--- src/rtl/rtc_seq_pkg.sv ---
package rtc_seq_pkg;
   localparam int NFIELDS = 3;

   // register select codes used on wr_sel
   typedef enum logic [2:0] {
      SEL_SEC  = 3'd0,
      SEL_MIN  = 3'd1,
      SEL_HR   = 3'd2,
      SEL_ASEC = 3'd3,
      SEL_AMIN = 3'd4,
      SEL_AHR  = 3'd5
   } reg_sel_e;

   // modulus of each time field, least significant field first
   function automatic int field_modulus(input int idx);
      return (idx == NFIELDS - 1) ? 24 : 60;
   endfunction
endpackage

--- src/rtl/rtc_pre_timer.sv ---
module rtc_pre_timer #(
   parameter int PRE_TICKS = 8
) (
   input  logic clk,
   input  logic rst_n,
   input  logic start,
   input  logic tick_fast,
   output logic busy,
   output logic done
);
   localparam int CW = (PRE_TICKS < 2) ? 1 : $clog2(PRE_TICKS);
   localparam logic [CW-1:0] LAST = CW'(PRE_TICKS - 1);

   logic [CW-1:0] cnt_q;
   logic          busy_q;

   assign done = busy_q & tick_fast & (cnt_q == LAST);
   assign busy = busy_q;

   always_ff @(posedge clk) begin
      if (!rst_n) begin
         busy_q <= 1'b0;
         cnt_q  <= '0;
      end else if (!busy_q) begin
         if (start) begin
            busy_q <= 1'b1;
            cnt_q  <= '0;
         end
      end else if (tick_fast) begin
         if (cnt_q == LAST) begin
            busy_q <= 1'b0;
            cnt_q  <= '0;
         end else begin
            cnt_q <= cnt_q + 1'b1;
         end
      end
   end
endmodule

--- src/rtl/rtc_wrap_field.sv ---
module rtc_wrap_field #(
   parameter int DATA_W  = 8,
   parameter int MODULUS = 60
) (
   input  logic              clk,
   input  logic              rst_n,
   input  logic              load,
   input  logic [DATA_W-1:0] load_val,
   input  logic              step,
   input  logic              carry_in,
   output logic [DATA_W-1:0] q,
   output logic [DATA_W-1:0] nxt,
   output logic              carry_out
);
   localparam logic [DATA_W-1:0] TOP = DATA_W'(MODULUS - 1);

   logic [DATA_W-1:0] q_r;
   logic              at_top;

   assign at_top    = (q_r == TOP);
   assign carry_out = carry_in & at_top;
   assign q         = q_r;

   always_comb begin
      nxt = q_r;
      if (carry_in) nxt = at_top ? '0 : q_r + 1'b1;
   end

   always_ff @(posedge clk) begin
      if (!rst_n)    q_r <= '0;
      else if (load) q_r <= load_val;
      else if (step) q_r <= nxt;
   end
endmodule

--- src/rtl/rtc_alarm_match.sv ---
module rtc_alarm_match #(
   parameter int DATA_W  = 8,
   parameter int NFIELDS = 3
) (
   input  logic [NFIELDS-1:0][DATA_W-1:0] time_v,
   input  logic [NFIELDS-1:0][DATA_W-1:0] alarm_v,
   output logic                           hit
);
   logic [NFIELDS-1:0] ok;

   for (genvar i = 0; i < NFIELDS; i++) begin : g_cmp
      logic wild;
      assign wild  = &alarm_v[i][DATA_W-1:DATA_W-2];
      assign ok[i] = wild | (alarm_v[i] == time_v[i]);
   end

   assign hit = &ok;
endmodule

--- src/rtl/rtc_update_seq.sv ---
module rtc_update_seq
   import rtc_seq_pkg::*;
#(
   parameter int DATA_W    = 8,
   parameter int PRE_TICKS = 8
) (
   input  logic              clk,
   input  logic              rst_n,
   input  logic              tick_1hz,
   input  logic              tick_fast,
   input  logic              set_freeze,
   input  logic              wr_en,
   input  logic [2:0]        wr_sel,
   input  logic [DATA_W-1:0] wr_data,
   input  logic              stat_rd,
   input  logic              uf_ie,
   input  logic              af_ie,
   output logic              uip,
   output logic              uf,
   output logic              af,
   output logic              irq,
   output logic [DATA_W-1:0] usr_sec,
   output logic [DATA_W-1:0] usr_min,
   output logic [DATA_W-1:0] usr_hr
);
   if (DATA_W < 6) begin : g_bad_width
      $error("rtc_update_seq: DATA_W must be at least 6");
   end
   if (PRE_TICKS < 1) begin : g_bad_delay
      $error("rtc_update_seq: PRE_TICKS must be at least 1");
   end

   logic upd_busy, upd_done, alarm_hit;
   logic [NFIELDS:0]              carry;
   logic [NFIELDS-1:0][DATA_W-1:0] int_q, nxt_q, usr_q, alm_q;
   logic uf_q, af_q;

   assign carry[0] = 1'b1;

   rtc_pre_timer #(.PRE_TICKS(PRE_TICKS)) u_timer (
      .clk       (clk),
      .rst_n     (rst_n),
      .start     (tick_1hz),
      .tick_fast (tick_fast),
      .busy      (upd_busy),
      .done      (upd_done)
   );

   for (genvar i = 0; i < NFIELDS; i++) begin : g_field
      logic wr_time, wr_alarm;
      assign wr_time  = wr_en && (wr_sel == 3'(i));
      assign wr_alarm = wr_en && (wr_sel == 3'(i + NFIELDS));

      rtc_wrap_field #(.DATA_W(DATA_W), .MODULUS(field_modulus(i))) u_int (
         .clk       (clk),
         .rst_n     (rst_n),
         .load      (wr_time),
         .load_val  (wr_data),
         .step      (upd_done),
         .carry_in  (carry[i]),
         .q         (int_q[i]),
         .nxt       (nxt_q[i]),
         .carry_out (carry[i+1])
      );

      always_ff @(posedge clk) begin
         if (!rst_n)                       usr_q[i] <= '0;
         else if (wr_time)                 usr_q[i] <= wr_data;
         else if (upd_done && !set_freeze) usr_q[i] <= nxt_q[i];
      end

      always_ff @(posedge clk) begin
         if (!rst_n)        alm_q[i] <= '0;
         else if (wr_alarm) alm_q[i] <= wr_data;
      end
   end

   rtc_alarm_match #(.DATA_W(DATA_W), .NFIELDS(NFIELDS)) u_alarm (
      .time_v  (nxt_q),
      .alarm_v (alm_q),
      .hit     (alarm_hit)
   );

   always_ff @(posedge clk) begin
      if (!rst_n) begin
         uf_q <= 1'b0;
         af_q <= 1'b0;
      end else begin
         if (upd_done)     uf_q <= 1'b1;
         else if (stat_rd) uf_q <= 1'b0;
         if (upd_done && alarm_hit) af_q <= 1'b1;
         else if (stat_rd)          af_q <= 1'b0;
      end
   end

   assign uip     = upd_busy & ~set_freeze;
   assign uf      = uf_q;
   assign af      = af_q;
   assign irq     = (uf_q & uf_ie) | (af_q & af_ie);
   assign usr_sec = usr_q[0];
   assign usr_min = usr_q[1];
   assign usr_hr  = usr_q[2];
endmodule


--- config.mk ---
export PLATFORM = sky130hd
export DESIGN_NAME = rtc_update_seq
export DESIGN_NICKNAME = d
export VERILOG_FILES = /design/src/rtl/rtc_seq_pkg.sv /design/src/rtl/rtc_pre_timer.sv /design/src/rtl/rtc_wrap_field.sv /design/src/rtl/rtc_alarm_match.sv /design/src/rtl/rtc_update_seq.sv
export SDC_FILE = /design/constraint.sdc
export NUM_CORES = 1
export LEC_CHECK = 0
export CORE_MARGIN = 4
export CORE_UTILIZATION = 45
export CTS_CLUSTER_SIZE = 30
export DETAILED_ROUTE_END_ITERATION = 8
export GPL_ROUTABILITY_DRIVEN = 0
export PLACE_DENSITY_LB_ADDON = 0.2
export SYNTH_ARGS = -nofsm -noshare
export SYNTH_HDL_FRONTEND = slang
export SYNTH_SLANG_ARGS = --single-unit
--- constraint.sdc ---
create_clock -name clk -period 2.5 [get_ports clk]
set_clock_uncertainty 0.2 [all_clocks]
set_input_delay 0.25 -clock clk [delete_from_list [all_inputs] [get_ports clk]]
set_output_delay 0.25 -clock clk [all_outputs]
set_load 0.02 [all_outputs]
==> results of run 1 <==
[final cells by class]
| cell class | instances | area, sq um | share of cell area, % |
|---|---|---|---|
| clock inverter | 5 | 57.56 | 0.9998 |
| multi-input combinational | 434 | 2811 | 48.84 |
| timing repair buffer | 118 | 1002 | 17.41 |
| tap | 133 | 166.4 | 2.891 |
| clock buffer | 11 | 141.4 | 2.456 |
| sequential | 78 | 1567 | 27.21 |
| inverter | 3 | 11.26 | 0.1956 |
[synth_stat cells (3+ instances only)]
master / count
o211a_1: 10
nand2_1: 104
o221ai_1: 3
inv_1: 3
dfxtp_1: 78
mux2i_1: 20
and3_1: 5
ha_1: 5
a32oi_1: 4
o211ai_1: 7
a211oi_1: 6
a22oi_1: 4
o21ai_0: 30
a21boi_0: 33
nor3_1: 17
o22ai_1: 3
a21oi_1: 24
nand4_1: 5
o31ai_1: 4
nand2b_1: 3
nor2b_1: 25
clkbuf_1: 24
and2_1: 9
nor2_1: 27
nand3_1: 16
buf_6: 6
xor2_1: 17
xnor2_1: 15
[per-layer routing]
layer  GRT usage, %  wire length, um  vias up  share of wire, %
met3          3.359              597       46               4.6
met1          29.50             5579     2029                43
met5              0                0        -                 0
li1               -                -     2134                 -
met4          11.36              520        0               4.1
met2          37.34             6141      119                48
[repair_timing]
action / in CTS / in global routing
gates resized for setup: 6 / 20
setup endpoints to repair: 5 / 18
setup buffers: 1 / 1
pin swaps: 2 / 4
[power breakdown]
| part | switching [mW] | total [mW] | internal, mW | leakage, nW |
|---|---|---|---|---|
| sequential | 0.0227 | 1.29 | 1.26 | 0.632 |
| combinational | 0.146 | 0.275 | 0.129 | 1.44 |
| clock | 0.497 | 0.987 | 0.490 | 0.0999 |
| total | 0.666 | 2.55 | 1.88 | 2.17 |
[stage by stage]
step / hold slack, ns / total power [mW]
6_report: 0.2648 / 2.549
5_1_grt: 0.3013 / 2.638
4_1_cts: 0.2683 / 2.564
3_5_place_dp: 0.2556 / 1.585
3_3_place_gp: 0.2518 / 1.582
2_1_floorplan: 0.1949 / 1.455
[path summary, 6_finish.rpt]
path / start / end / slack, ns / depth (start not counted)
max: g_field[1].u_int.q[1]$_SDFFE_PN0P_ / af$_SDFFE_PN0P_ / -0.09 / 9
min: usr_hr[3]$_SDFFE_PN0P_ / usr_hr[3]$_SDFFE_PN0P_ / 0.26 / 2
max reg2reg: g_field[1].u_int.q[1]$_SDFFE_PN0P_ / af$_SDFFE_PN0P_ / -0.09 / 9
min reg2reg: usr_hr[3]$_SDFFE_PN0P_ / usr_hr[3]$_SDFFE_PN0P_ / 0.26 / 2
[cell usage in the layout, fill, tap and decap left out, drive strengths merged, types with 17 or more instances in the layout]
cell / count
a21boi: 33
clkdlybuf4s50: 46
nor3: 19
dfxtp: 78
a21oi: 26
xor2: 17
nand2: 104
nor2b: 25
mux2i: 21
o21ai: 33
buf: 72
nor2: 27
[registers in the layout, summed over array words and instances (netlist names)]
register	flops
alm_q	24
g_field.u_int.q	24
usr_hr	8
usr_min	8
usr_sec	8
u_timer.cnt_q	3
af	1
u_timer.busy	1
uf	1
[worst max-delay path, cell delays in order, from the launching register on]
cell and delay, ns:
dfxtp_1 0.36, ha_1 0.17, nor4b_4 0.25, and4_4 0.33
mux2i_4 0.26, xor2_1 0.15, o221ai_1 0.12, nor4_1 0.31
a32oi_1 0.16, a311oi_1 0.21
[kinds of logic (layout without fill, tap and decap cells)]
logic type / after synthesis / count (layout) / share of synthesized area (%)
buffers and inverters: 36 / 137 / 4.175
adder cells (fa/ha/maj): 5 / 5 / 1.401
multiplexers: 21 / 21 / 4.987
AND/OR/NAND/NOR: 230 / 230 / 25.75
XOR/XNOR: 32 / 32 / 6.276
flip-flops: 78 / 78 / 34.97
AO/OA/AOI/OAI: 146 / 146 / 22.44
==> impl_metrics.toml, run 1 <==
[job]
max_cap_violations = 0

[die]
std_cell_rows = 36
pin_count = 48
design.core.area_sq_mm = 0.009729
die_h_um = 107.6
dieArea_sq_mm = 0.01158
die_w_um = 107.6
initial_core_util_pct = 45.90

[finish]
area_growth_syn_to_layout_pct = 28.92
stdcell_area_sq_mm = 0.005757
nFillCells = 897
diodes = 0
fin_util_pct = 59.17
layout-drive-gt1-share_pct = 18.18
stdcell_count = 782
fin_nets = 669

[clock_tree]
cts.sinks = 78
numCtsBuffers = 9
worstSkewPairLatency_ns = 0.36
cts.clk_slew.worst_paths_ns = 0.09
cts_hold_buffers = 0
cts_buffer_depth = 2
cts_tree = "yes"
clockRootBuffer = "clkbuf_8"
htreeDepth = 3

[sta]
rsz0062_at_grt = "yes"
fin_crit_ns = 2.594
setup_ws_ns = -0.09356
setup_viol = 1
worst_pin_slew_ns = 0.6641
setup_tns_ns = -0.09356
finalCritPeriodShare_pct = 103.7
max-slew-margin-rel_pct = 55.43
max_freq_mhz = 385.6
final_max_slew_viol_count = 0
finalHoldViolations = 0

[routing]
drc_errors = 0
drtPass1Iterations = 5
initialDrtViolationCount = 215
routed_wl_mm = 12.84
ant_nets = 0
wl_per_cell_um = 16.42
vias_per_cell = 5.535
num_vias = 4328

[placement]
hpwl_mm = 9.288
post-place-ws_ns = -0.1188
placed_area_sq_mm = 0.005458
dp_cells = 764
io_buffers = 47

[power_and_ir_drop]
powerDensity_mw_per_mm2 = 442.8
p_leak_nw = 2.167
ir_drop_uv = 260.3

[worst_setup_path]
required_ns = 2.58
critPathArrivalTime_ns = 2.67
worst-path-max-fanout = 4
worstSetupStartpointType = "flip-flop"
worstSetupEndpointType = "flip-flop"
crit_type = "flip-flop to flip-flop"

[hold_path]
hp-class = "flip-flop to flip-flop"

[logic_synthesis]
synth_ff_type = "dfxtp_1"
netlist_instances = 548
yosys.area.top_type = "dfxtp_1"
yosysSeqAreaShare_pct = 34.97
synth.area.top_cells = "dfxtp_1 (35%), nand2_1 (8.7%), a21boi_0 (5.5%)"
synth_nets = 573
synth_edf_count = 0
synth_top_area_share_pct = 34.97
netlist_area_sq_mm = 0.004466
ys_seq_elements = 78
synthArstFlopShare_pct = 0
synthDistinctLibCells = 55
synth-warning-count = 0
avgSynthCellArea_sq_um = 8.149

[outcome]
outcome = "finished, violations left"
violations = "setup timing"

[grt]
grt_overflow = 0
grt_max_degree = 79
antenna_found_initial = 0
grt_first_pass_wirelength_mm = 20.92
grt_pass1_vias = 4233
grt_usage_pct = 22.91
(Power assumes the default switching activity.)
==> run 2, diff against run 1 <==
CAP_MARGIN = 20   (was unset)
==> results of run 2 <==
Same layout as run 1: the final DEF is identical, and so are final timing and power.
==> run 3, diff against run 2 <==
CORE_UTILIZATION = 35   (was 45)
SETUP_SLACK_MARGIN = 0.4   (was unset)
==> run 3 against run 2 <==
Net effect: the run still ends with setup timing left; combinational power is 6% higher; hold slack worse by 0.0096 ns; worst setup slack worse by 0.067 ns; via count is 2.0% higher; power is 20% higher; sequential cell count stayed put; critical path depth is 1 higher; non-clock buffer count is 12 higher; fmax is 2.5% lower; routed wire length is 8.9% higher; critical endpoint unchanged; largest cell class unchanged; highest routed layer unchanged.
==> impl_metrics.toml, run 3 (synthesized netlist as in run 1, its figures left out) <==
[outcome]
outcome = "finished, violations left"
violations = "setup timing"

[clock_tree]
htreeDepth = 3
numCtsBuffers = 9
cts_buffer_depth = 2
cts.clk_slew.worst_paths_ns = 0.06
clockRootBuffer = "clkbuf_16"
cts.sinks = 78
cts_tree = "yes"
cts_hold_buffers = 0
worstSkewPairLatency_ns = 0.35

[power_and_ir_drop]
p_leak_nw = 2.395
netSwitchingPower_uw = 717.5
power.internal_mw = 2.330
ir_drop_uv = 555.4
swShare_pct = 23.55
power_mw = 3.047
clkPwrFrac_pct = 48.2
powerDensity_mw_per_mm2 = 480.4
p_comb_share_pct = 9.5
p_seq_share_pct = 42.3

[finish]
area_growth_syn_to_layout_pct = 42.03
diodes = 0
multi_input_area_sq_mm = 0.003073
final_cell_mix = "nand2_1 (100), dfxtp_1 (73), buf_4 (71)"
layout-drive-gt1-share_pct = 25.57
regArea_sq_mm = 0.001570
final_common_cell = "nand2_1"
fin_nets = 681
nFillCells = 1181

[sta]
setup_ws_ns = -0.1609
max_freq_mhz = 375.8
setup_viol = 2
rsz0062_at_grt = "yes"
worst_pin_slew_ns = 0.6879
finalHoldViolations = 0
setup_tns_ns = -0.1660
max-slew-margin-rel_pct = 54.14
fin_crit_ns = 2.661
final_max_slew_viol_count = 0
finalCritPeriodShare_pct = 106.4

[die]
initial_core_util_pct = 36.42
pin_count = 48
die_h_um = 121.0
std_cell_rows = 40
dieArea_sq_mm = 0.01463
die_w_um = 121.0
design.core.area_sq_mm = 0.01226

[worst_setup_path]
critPathLaunch = "g_field[1].u_int.q[1]$_SDFFE_PN0P_"
worstSetupEndpointType = "flip-flop"
required_ns = 2.57
crit_type = "flip-flop to flip-flop"
crit_path_top_delay_cell = "dfxtp_2"
cpPeakStageDelay_ns = 0.35
critPathArrivalTime_ns = 2.73
worstSetupStartpointType = "flip-flop"
worst-path-max-fanout = 4
cp.buffers_inverters = 1
cp_top_family = "simple AND/OR/NAND/NOR gates"
rr_startpoint = "g_field[1].u_int.q[1]$_SDFFE_PN0P_"
crit_chain = "ha_4 -> nor4b_4 -> buf_4 -> and4_4 -> mux2i_4 -> xor2_1 -> o221ai_1 -> nor4_1 -> a32oi_1 -> a311oi_1"

[routing]
vias_per_cell = 5.324
drtPass1Iterations = 5
wl_per_cell_um = 16.86
drc_errors = 0
ant_nets = 0
num_vias = 4414
initialDrtViolationCount = 248
routed_wl_mm = 13.98

[placement]
hpwl_mm = 9.681
io_buffers = 47

[grt]
grt_pass1_vias = 4251
grt_max_degree = 79
grt_overflow = 0
grt_first_pass_wirelength_mm = 22.00
antenna_found_initial = 0
grt_usage_pct = 19.30

[job]
max_cap_violations = 0

[hold_path]
hp-class = "flip-flop to flip-flop"
worstHoldStart = "usr_hr[6]$_SDFFE_PN0P_"
[run 3: per-stage QoR]
stage | instances | utilization, % | hold slack [ns] | instance area [sq um] | setup WS [ns]
finish | 829 | 51.72 | 0.2551 | 6342 | -0.1609
CTS | 824 | 50.10 | 0.2621 | 6143 | -0.1433
global placement | 798 | 45.06 | 0.2512 | 5525 | -0.1214
global route | 829 | 51.72 | 0.2845 | 6342 | -0.3994
floorplan | 548 | - | 0.1949 | 4521 | 0.0004716
detailed placement | 798 | 45.06 | 0.2568 | 5525 | -0.1781
[run 3: layout make-up]
type                       instances  share of cell area (%)
clock buffer                      11                   3.985
tap                              168                   3.314
multi-input combinational        434                   48.45
clock inverter                     5                   1.282
sequential                        78                   24.76
inverter                           3                  0.1775
timing repair buffer             130                   18.03
[run 3: worst register-to-register path, delay by kind of cell (launching register included)]
kind            cells  cell delay, ns
simple gates        3            0.76
compound gates      3            0.53
flops               1            0.35
mux                 1            0.26
xor+xnor            1            0.18
buf+inv             1            0.17
fa+ha+maj           1            0.13
[run 3: final timing paths]
kind	end	slack, ns	cells after the start
max	af$_SDFFE_PN0P_	-0.16	10
min	usr_hr[6]$_SDFFE_PN0P_	0.26	2
max reg2reg	af$_SDFFE_PN0P_	-0.16	10
min reg2reg	usr_hr[6]$_SDFFE_PN0P_	0.26	2
[run 3: metal layers]
layer / up-vias / routed length [um] / global-route usage, %
met3: 30 / 659 / 4.709
met1: 2120 / 6058 / 24.39
met4: 0 / 318 / 6.941
met5: - / 0 / 0
met2: 106 / 6943 / 31.89
li1: 2158 / - / -
[run 3: power by group through the flow]
| stage | Combinational (mW) | Sequential, mW | Clock (mW) |
|---|---|---|---|
| floorplan | 0.137 | 1.32 | 0 |
| global placement | 0.269 | 1.31 | 0 |
| detailed placement | 0.271 | 1.32 | 0 |
| CTS | 0.282 | 1.29 | 1.51 |
| global route | 0.317 | 1.29 | 1.55 |
| finish | 0.291 | 1.29 | 1.47 |
[run 3: repair_timing]
action,4_1_cts,5_1_grt
endpoints found under the setup margin,29,46
buffers inserted,10,5
resized for setup,58,42
pin swaps,20,20
